## src/rtl/sav_pkg.sv

```systemverilog
package sav_pkg;

  // Progress through the three-word preamble of a timing reference
  typedef enum logic [1:0] {
    TRS_IDLE = 2'd0,  // no preamble word seen
    TRS_ONES = 2'd1,  // all-ones word seen
    TRS_Z1   = 2'd2,  // all-ones, zero seen
    TRS_Z2   = 2'd3   // all-ones, zero, zero seen: next word is XYZ
  } trs_state_e;

  // Bit of the XYZ word that separates end (1) from start (0) of active video
  localparam int unsigned XYZ_H_BIT = 6;

endpackage

```

## src/rtl/sav_rst_sync.sv

```systemverilog
module sav_rst_sync (
  input  logic clk,
  input  logic rst_n,
  output logic rst_n_sync
);

  logic [1:0] sync_q;
  logic [1:0] sync_d;

  always_comb begin
    sync_d = {sync_q[0], 1'b1};
  end

  always_ff @(posedge clk or negedge rst_n) begin
    if (!rst_n) sync_q <= 2'b00;
    else        sync_q <= sync_d;
  end

  assign rst_n_sync = sync_q[1];

endmodule

```

## src/rtl/sav_trs_matcher.sv

```systemverilog
module sav_trs_matcher
  import sav_pkg::*;
#(
  parameter int unsigned DATA_W = 10,
  parameter int unsigned H_BIT  = XYZ_H_BIT
) (
  input  logic              clk,
  input  logic              rst_n,
  input  logic              en,
  input  logic [DATA_W-1:0] din,
  output logic              sav_hit
);

  localparam logic [DATA_W-1:0] WORD_ONES = {DATA_W{1'b1}};
  localparam logic [DATA_W-1:0] WORD_ZERO = {DATA_W{1'b0}};

  trs_state_e state_q;
  trs_state_e state_d;
  logic       is_ones;
  logic       is_zero;

  assign is_ones = (din == WORD_ONES);
  assign is_zero = (din == WORD_ZERO);

  always_comb begin
    state_d = TRS_IDLE;
    sav_hit = 1'b0;
    if (en) begin
      unique case (state_q)
        TRS_IDLE: state_d = is_ones ? TRS_ONES : TRS_IDLE;
        TRS_ONES: begin
          if (is_zero)      state_d = TRS_Z1;
          else if (is_ones) state_d = TRS_ONES;
          else              state_d = TRS_IDLE;
        end
        TRS_Z1: begin
          if (is_zero)      state_d = TRS_Z2;
          else if (is_ones) state_d = TRS_ONES;
          else              state_d = TRS_IDLE;
        end
        TRS_Z2: begin
          // current word is XYZ
          sav_hit = ~din[H_BIT];
          state_d = is_ones ? TRS_ONES : TRS_IDLE;
        end
        default: state_d = TRS_IDLE;
      endcase
    end
  end

  always_ff @(posedge clk or negedge rst_n) begin
    if (!rst_n) state_q <= TRS_IDLE;
    else        state_q <= state_d;
  end


  mode_gate_chk: assert property (@(posedge clk) disable iff (!rst_n)
    !en |-> !sav_hit);


  preamble_chk: assert property (@(posedge clk) disable iff (!rst_n)
    sav_hit |-> ($past(din, 1) == WORD_ZERO && $past(din, 2) == WORD_ZERO &&
                 $past(din, 3) == WORD_ONES));


  sav_h_bit_chk: assert property (@(posedge clk) disable iff (!rst_n)
    sav_hit |-> (din[H_BIT] == 1'b0));

endmodule

```

## src/rtl/sav_align_pipe.sv

```systemverilog
module sav_align_pipe #(
  parameter int unsigned WIDTH = 11,
  parameter int unsigned DEPTH = 2
) (
  input  logic             clk,
  input  logic             rst_n,
  input  logic [WIDTH-1:0] in_word,
  output logic [WIDTH-1:0] out_word
);

  localparam int unsigned LAST = DEPTH - 1;

  logic [WIDTH-1:0] stage_q [DEPTH];
  logic [WIDTH-1:0] stage_d [DEPTH];

  assign stage_d[0] = in_word;

  for (genvar g = 1; g < DEPTH; g++) begin : g_link
    assign stage_d[g] = stage_q[g-1];
  end

  for (genvar g = 0; g < DEPTH; g++) begin : g_stage
    always_ff @(posedge clk or negedge rst_n) begin
      if (!rst_n) stage_q[g] <= '0;
      else        stage_q[g] <= stage_d[g];
    end
  end

  assign out_word = stage_q[LAST];

endmodule

```

## src/rtl/sav_fifo_strobe.sv

```systemverilog
module sav_fifo_strobe
  import sav_pkg::*;
#(
  parameter int unsigned DATA_W     = 10,
  parameter int unsigned PIPE_DEPTH = 2
) (
  input  logic              clk,
  input  logic              rst_n,
  input  logic              smpte_en,
  input  logic [DATA_W-1:0] din,
  output logic              fifo_ld_n,
  output logic [DATA_W-1:0] dout
);

  localparam int unsigned PIPE_W = DATA_W + 1;

  logic              rst_n_int;
  logic              sav_hit;
  logic [PIPE_W-1:0] pipe_in;
  logic [PIPE_W-1:0] pipe_out;

  sav_rst_sync u_rst_sync (
    .clk        (clk),
    .rst_n      (rst_n),
    .rst_n_sync (rst_n_int)
  );

  sav_trs_matcher #(
    .DATA_W (DATA_W),
    .H_BIT  (XYZ_H_BIT)
  ) u_matcher (
    .clk     (clk),
    .rst_n   (rst_n_int),
    .en      (smpte_en),
    .din     (din),
    .sav_hit (sav_hit)
  );

  assign pipe_in = {sav_hit, din};

  sav_align_pipe #(
    .WIDTH (PIPE_W),
    .DEPTH (PIPE_DEPTH)
  ) u_pipe (
    .clk      (clk),
    .rst_n    (rst_n_int),
    .in_word  (pipe_in),
    .out_word (pipe_out)
  );

  assign fifo_ld_n = ~pipe_out[DATA_W];
  assign dout      = pipe_out[DATA_W-1:0];


  strobe_width_chk: assert property (@(posedge clk) disable iff (!rst_n_int)
    !fifo_ld_n |=> fifo_ld_n);


  strobe_on_sav_chk: assert property (@(posedge clk) disable iff (!rst_n_int)
    !fifo_ld_n |-> (dout[XYZ_H_BIT] == 1'b0));


  reset_idle_chk: assert property (@(posedge clk)
    !rst_n_int |-> (fifo_ld_n && dout == '0));

endmodule

```

## config.mk

```make
export PLATFORM = sky130hd
export DESIGN_NAME = sav_fifo_strobe
export DESIGN_NICKNAME = d
export VERILOG_FILES = /design/src/rtl/sav_pkg.sv /design/src/rtl/sav_rst_sync.sv /design/src/rtl/sav_trs_matcher.sv /design/src/rtl/sav_align_pipe.sv /design/src/rtl/sav_fifo_strobe.sv
export SDC_FILE = /design/constraint.sdc
export NUM_CORES = 1
export LEC_CHECK = 0
export BUFFER_PORTS_ARGS = -buffer_cell sky130_fd_sc_hd__buf_4
export CORE_MARGIN = 1
export CORE_UTILIZATION = 42
export DETAILED_ROUTE_END_ITERATION = 10
export GPL_TIMING_DRIVEN = 0
export PLACE_DENSITY = 0.7
export SLEW_MARGIN = 20
export SYNTH_ARGS = -nofsm -noshare
export SYNTH_HDL_FRONTEND = slang
export SYNTH_HIERARCHICAL = 1
export SYNTH_SLANG_ARGS = --single-unit
```

## constraint.sdc

```tcl
create_clock -name clk -period 0.9 [get_ports clk]
set_clock_uncertainty 0.1 [all_clocks]
set_input_delay 0.09 -clock clk [delete_from_list [all_inputs] [get_ports clk]]
set_output_delay 0.09 -clock clk [all_outputs]
set_load 0.005 [all_outputs]
```

Word-level counts from Yosys, hierarchy flattened. Index checks and enable logic that the tools add are counted.

Eq/ne operators: 4. Mux-type cells: 7. Bitwise logic cells: 2. Reductions and logical operators: 3.

Operators by type and width (number): $eq 10x10->1 const B (1); $logic_not 10->1 (1); $mux 2 (3); $pmux 2 s3 (1); $eq 2x2->1 const B (2); $mux 1 (3); $eq 2x1->1 const B (1); $logic_not 2->1 (1); $not 1->1 (2); $reduce_or 2->1 (1).

Register bits: 26. Bits of input ports: 13. Output and inout port bits: 11. Word-level logic and storage cells: 20.

Depth between registers and ports, before layout. Gate-level depths: netlist of the first run.

Depth after elaboration: 5. Depth in mapped cells: 4. Depth with buffers taken out: 4.

Modules after synthesis. The synthesis of the first run kept the hierarchy.

By module, submodules not included: sav_align_pipe (instances 1, cells each 22, area each 550.5 um2, seq. area each 550.5 um2); sav_trs_matcher (instances 1, cells each 22, area each 177.7 um2, seq. area each 50.0 um2); sav_rst_sync (instances 1, cells each 3, area each 53.8 um2, seq. area each 50.0 um2); sav_fifo_strobe (instances 1, cells each 1, area each 3.8 um2, seq. area each 0.0 um2).

Worst setup path after synthesis of the first run. OpenSTA, ideal clock, no wires.

Path type: register to register. Start point: register u_matcher.state_q[0]. End point: register u_matcher.state_q[0]. Data arrival time: 1.054 ns. Required time: 0.722 ns. Path slack: -0.331 ns. Cell stages (with the launch flop): 4. Buffers on the path: 0. Clock period less this slack: 1.231 ns. Path through: dfrtp_1 ha_1 or3b_1 a21boi_1.

Longest elaborated chain between the ends: 4. Elaborated cells on any way between the ends: 7. Classes of those cells: eq/ne: 3; mux: 2; reduce/logical: 2.

RTL lines: from (decl) (RTL line sav_trs_matcher.sv:17) `trs_state_e state_q;`; from (signal assigned) (RTL line sav_trs_matcher.sv:53) `else state_q <= state_d;`; $eq 2x2->1 or $logic_not 2->1 (tied branches) (RTL line sav_trs_matcher.sv:29) `unique case (state_q)`; $reduce_or 2->1 (no source line); $pmux 2 s3 * (RTL line sav_trs_matcher.sv:29); $mux 2 * (RTL line sav_trs_matcher.sv:28) `if (en) begin`; net u_matcher.state_d[0] (RTL line sav_trs_matcher.sv:18) `trs_state_e state_d;`.

Mark *: on every way through the listed nets, which the timed path passes. The rest lies on a longest branch.

Worst setup path after layout of the first run.
Start point: input port din[3]. End point: register u_matcher.state_q[0].

Longest elaborated chain between the ends: 5. Elaborated cells on any way between the ends: 7. Classes of those cells: eq/ne: 1; mux: 5; reduce/logical: 1.

RTL lines: from (decl) (RTL line sav_fifo_strobe.sv:10) `input logic [DATA_W-1:0] din,`; $eq 10x10->1 (RTL line sav_trs_matcher.sv:22) `assign is_ones = (din == WORD_ONES);`; $mux 1; $mux 2, on equally long branches (RTL line sav_trs_matcher.sv:37, sav_trs_matcher.sv:32); $pmux 2 s3 * (RTL line sav_trs_matcher.sv:29); $mux 2 * (RTL line sav_trs_matcher.sv:28); net u_matcher.state_d[0] (RTL line sav_trs_matcher.sv:18).

Marked as above.

==> out/qor.txt, run 1 <==
P per Cell Area - 1540 nW/um^2
Total GRT Usage - 0.139
Reg2reg setup slack - -430 ps
First-pass GRT wire length - 1880 um
Global route overflow - 0
EDFF count, synth - 0
Port Buf Inserts - 23
Hpwl dp - 805 um
Flop pwr share - 0.674
Die H - 45.3 um
CTS buffer count - 3
Final setup margin - -438 ps
DP Cell Count - 96
Vias - 499
Fin area - 1200 um^2
Ant diodes - 0
Area of placed instances - 992 um^2
Num rows - 15
Worst Path Buf+Inv - 2
Reported net switching power - 0.370 mW
Initial DRC Count - 5
Leak - 0.549 nW
Critical Path Sink Type - register
CP max FO - 2
FFs w/ async S/R, synth - 1.00
Cells after Synth - 48
Comb power frac - 0.085
Final layout net count - 107
Synth-to-Final Area Change - 53.2%
Initial antenna violation count - 0
Most used standard cell by instance count after synthesis - dfrtp_1
Status - finished, violations left
Clk root buf - clkbuf_4
Drt first pass iters - 4
Most used DFF post-synth - dfrtp_1
# fillers - 120
Hold_ws - -11.4 ps
Top delay family on crit path - buffers and inverters
Worst endpoint required time - 1030 ps
Synth Register Bits - 26
CP max-delay cell - dlygate4sd3_1
Largest net degree at the start of global routing - 25
Top area cells in the synthesized netlist - dfrtp_1 (83%), ha_1 (4.8%), nand4_1 (1.6%), nor4_1 (1.6%), inv_1 (1.4%)
Die width - 45.3 um
Maximum vdd drop - 0.00105 V
Switching part of the total power - 0.199
Yosys top cell area share - 0.828
Setup TNS - -1870 ps
Warnings from Yosys - 6
CTS tree - done
Setup-failing EPs final - 14
HP Class - in -> reg
Violated checks - hold timing, setup timing
Max stage delay on crit path - 570 ps
Max-cap check violation count - 0
Clk_lat worst skew - 300 ps
Yosys top cell by area - dfrtp_1
Gpl congestion - 0.693
Tot Pwr - 1.86 mW
Fmax achieved - 0.747 GHz
P_int - 1.49 mW
Fin. Hold Viols - 1
CP arrival - 1470 ps
Final period util - 1.49
CORE AREA - 1750 um^2
H-tree depth - 1
Synth top cells by count - dfrtp_1 (26), ha_1 (3), inv_1 (3), nor2_1 (3)
Die area - 2050 um^2
Max clock buf depth - 2
Final ANT Viol Nets - 0
Max-slew violations - 0
I/O pin count - 24
Fin cells - 114
Post-Syn Area per Cell - 16.4 um^2
Final wirelength - 1280 um
Drt wl/cell - 11.3 um
Startpoint type of the worst setup path - primary input
Worst-path clk slew - 120 ps
Sequential element share of the synthesized area - 0.828
Setup WS pre-CTS - -450 ps
Synth Cell Area - 786 um^2
Clock sink count - 26
CP cell instances - buf_4 -> dlygate4sd3_1 -> nor2_1 -> nand3_1 -> or3b_1 -> a21boi_1
Layout cells sized above 1 - 0.360
Syn Nets - 64
Clock power frac - 0.242
Initial Util - 0.450
Critical setup path kind - in -> reg
RSZ-0062 raised after global routing - true
Netlist cell types - 14
Final Critical Period - 1340 ps
Vias per inst - 4.38
DRC violations left - 0
Number of global-route vias before repair - 466
worst reg2reg max path, delay by kind of cell, from the launching register on:
kind / cells / cell delay, ps
AO/OA/AOI/OAI: 1 / 140
buffers and inverters: 1 / 60
flip-flops: 1 / 410
adder cells (fa/ha/maj): 1 / 180
AND/OR/NAND/NOR: 1 / 370
power by group through the flow:
stage	clock (mW)	combinational [mW]	sequential, mW
floorplan	0	0.00632	1.27
global placement	0	0.0973	1.27
detailed placement	0	0.0990	1.27
CTS	0.458	0.133	1.25
global route	0.513	0.170	1.26
finish	0.449	0.157	1.25
metrics by stage:
stage / hold slack [ps] / utilization
5_1_grt: 2.42 / 0.690
2_1_floorplan: -306 / -
4_1_cts: -206 / 0.638
3_3_place_gp: -228 / 0.568
6_report: -11.4 / 0.690
3_5_place_dp: -226 / 0.568
cell usage in the layout, fill, tap and decap left out, drive strengths merged:
| cell | n |
|---|---|
| nor3 | 1 |
| nand3 | 1 |
| o31ai | 1 |
| dlygate4sd3 | 13 |
| nand2 | 2 |
| a21boi | 1 |
| inv | 3 |
| or3b | 1 |
| nand4 | 2 |
| o21ai | 1 |
| clkbuf | 3 |
| buf | 25 |
| ha | 3 |
| dfrtp | 26 |
| nor4 | 2 |
| nor2 | 3 |
| conb | 1 |
flip-flops by register name, summed over array words and instances (netlist names):
register,cells
u_pipe/out_word,11
u_pipe/stage_d,11
u_matcher/state_q,2
u_rst_sync/sync_q,2
routing by layer:
metal / track usage / part of all wire / up-vias
li1: - / - / 240
met1: 0.147 / 0.43 / 241
met2: 0.232 / 0.52 / 16
met3: 0.0360 / 0.037 / 2
met4: 0.109 / 0.011 / 0
met5: 0 / 0 / -
timing repair:
action                                  CTS  global route
gates resized for setup                  11             3
endpoints found under the setup margin   38            14
cloned                                    0             0
hold buffers                              6             7
hold endpoints to repair                 15             7
buffers inserted                          0             2
kinds of logic (layout without fill, tap and decap cells):
family | count (synthesis) | in the layout | synth area share
AOI/OAI and AO/OA | 3 | 3 | 0.0255
adders and majority gates | 3 | 3 | 0.0478
buffers and inverters | 3 | 44 | 0.0143
DFF | 26 | 26 | 0.828
other | 1 | 1 | 0.00477
and+or+nand+nor | 12 | 12 | 0.0796
final cells by class:
class	count	area, um^2	share of cell area
flip-flops and latches	26	652	0.542
repair buffers	38	355	0.295
multi-input cells	19	131	0.109
well taps	25	31.3	0.0260
clock buffers	3	22.5	0.0187
inverters	3	11.3	0.00936
path summary, 6_finish.rpt:
path,depth (start not counted),from,end
max,6,din[3],u_matcher/state_q[0]
min,4,din[8],u_matcher/state_q[1]
max reg2reg,4,u_matcher/state_q[1],u_matcher/state_q[0]
min reg2reg,0,u_rst_sync/sync_q[1],u_matcher/state_q[0]
max in group asynchronous,3,rst_n,u_rst_sync/sync_q[1]
min in group asynchronous,0,u_rst_sync/sync_q[1],u_matcher/state_q[0]
Power figures use the tool's default switching activity.
==> inputs of run 2 (changes only) <==
- CORE_UTILIZATION: 42 -> 47
- PLACE_DENSITY: 0.7 -> 0.74
- clock period: 0.9 -> 1.3 ns (I/O delays scaled with it)
==> out/qor.txt, run 2 (synthesis results as in run 1) <==
Violated checks - setup timing
Clk root buf - clkbuf_4
Most frequent cells in the layout - dfrtp_1 (26), buf_4 (25), dlygate4sd3_1 (13)
Drt wl/cell - 12.1 um (+7.9%)
Critical setup path kind - reg -> reg
Drt first pass iters - 4 (unchanged)
Hold path depth - 4 (unchanged)
Stages on the worst setup path - 4 (-2)
HP Class - in -> reg
RSZ-0062 raised after global routing - true
Commonest non-fill, non-tap cell in the layout - dfrtp_1
Initial Util - 0.510 (+0.0596)
Layout cells sized above 1 - 0.356 (-0.00400)
Fin. Hold Viols - 0 (-1)
Maximum vdd drop - 0.000690 V (-34%)
Setup-failing EPs final - 1 (-13)
CTS tree - done
Vias per inst - 4.86 (+11%)
Fin cells - 106 (-7.0%)
Final ANT Viol Nets - 0 (unchanged)
Num rows - 14 (-1)
CTS buffer count - 3 (unchanged)
Synth-to-Final Area Change - 48.9%
Final period util - 1.01
Final core utilization - 0.759 (+0.0693)
R2R Path End - u_matcher/state_q[0]
Reg area - 651 um^2 (-0.19%)
CP arrival - 1450 ps (-20 ps)
Final wirelength - 1290 um (+0.31%)
Die width - 42.9 um (-5.2%)
Initial DRC Count - 5 (unchanged)
# fillers - 97 (-19%)
Total GRT Usage - 0.166 (+0.0275)
Initial antenna violation count - 0 (unchanged)
Final setup margin - -17.4 ps (+421 ps)
Fmax achieved - 0.759 GHz
Max-cap check violation count - 0 (unchanged)
Vias - 515 (+3.2%)
Critical Path Sink Type - register
CORE AREA - 1540 um^2 (-12%)
Final layout net count - 107 (unchanged)
Hold_ws - 24.5 ps (+35.9 ps)
Number of global-route vias before repair - 528 (+13%)
Worst-margin pin slew - 887 ps
Die area - 1840 um^2 (-10%)
Worst setup endpoint - u_matcher/state_q[0]
Port Buf Inserts - 23 (unchanged)
CP max FO - 3 (+1)
Worst endpoint required time - 1440 ps (+410 ps)
Multi-input combinational cell area - 134 um^2 (+1.9%)
Reg-to-Reg Start - u_matcher/state_q[0]
First-pass GRT wire length - 2210 um (+18%)
P per Cell Area - 1140 nW/um^2 (-26%)
Max clock buf depth - 2 (unchanged)
Reg2reg setup slack - -20 ps (+410 ps)
CP Launch Point - u_matcher/state_q[0]
Hpwl dp - 809 um (+0.58%)
Global route overflow - 0 (unchanged)
Gpl congestion - 0.695 (+0.22%)
Top delay family on crit path - flip-flops
Rel. slew slack - 0.408
CP cell instances - inv_1 -> ha_2 -> or3b_1 -> a21boi_1
I/O pin count - 24 (unchanged)
Final Critical Period - 1320 ps
H-tree depth - 1 (unchanged)
Clock sink count - 26 (unchanged)
Status - finished, violations left
Tot Pwr - 1.34 mW (-28%)
Worst-path clk slew - 120 ps (about the same)
CP max-delay cell - dfrtp_1
Clk_lat worst skew - 300 ps (about the same)
Die H - 42.9 um (-5.2%)
Largest net degree at the start of global routing - 25 (unchanged)
Worst Path Buf+Inv - 1 (-1)
Startpoint type of the worst setup path - register
Worst reg-to-reg path cell count - 4 (unchanged)
DRC violations left - 0 (unchanged)
Leak - 0.548 nW (-0.10%)
DP Cell Count - 87 (-9.4%)
Ant diodes - 0 (unchanged)
Max stage delay on crit path - 420 ps (-150 ps)
Max-slew violations - 0 (unchanged)
run 2: cell type report:
type                    count  share of cell area
flip-flops and latches     26               0.556
repair buffers             38               0.272
multi-input cells          19               0.114
clock buffers               4              0.0310
well taps                  16              0.0171
inverters                   3             0.00963
run 2: timing repair:
item	CTS	global route
setup endpoints to repair	1	1
hold buffers	12	1
setup buffers	2	0
hold endpoints to repair	15	2
gates resized for setup	2	1
pin swaps	1	1
run 2: through the flow:
stage | worst slack (ps) | setup TNS [ps] | cell area, um^2
after floorplan | 68.8 | 0 | 786
after global placement | -39.5 | -39.5 | 978
after detailed placement | -72.4 | -72.4 | 978
after CTS | -24.3 | -24.3 | 1150
after global routing | -84.2 | -84.2 | 1170
final | -17.4 | -17.4 | 1170
run 2: worst min path at each step:
| stage | endpoint | slack [ps] | startpoint |
|---|---|---|---|
| final | u_matcher/state_q[1] | 20 | din[2] |
| after global routing | u_matcher/state_q[1] | 20 | din[2] |
| after CTS | u_matcher/state_q[1] | 7 | din[2] |
| after detailed placement | u_rst_sync/sync_q[1] | -190 | rst_n |
| after global placement | u_rst_sync/sync_q[1] | -190 | rst_n |
| after floorplan | u_rst_sync/sync_q[0] | -270 | rst_n |
run 2: layer usage:
metal  vias up  part of all wire  track usage
met4         0            0.0062       0.0750
li1        240                 -            -
met5         -                 0            0
met3         2             0.041       0.0298
met1       252              0.40        0.196
met2        21              0.55        0.291
run 2: report_power, final:
part	switching, mW	internal, mW
clock	0.205	0.171
sequential	0.0211	0.842
combinational	0.0305	0.0698
run 2: tightest hold or removal path: stages:
cell	delay (ps)
buf_4	90
nor2_1	40
nand3_1	80
nor2_1	50
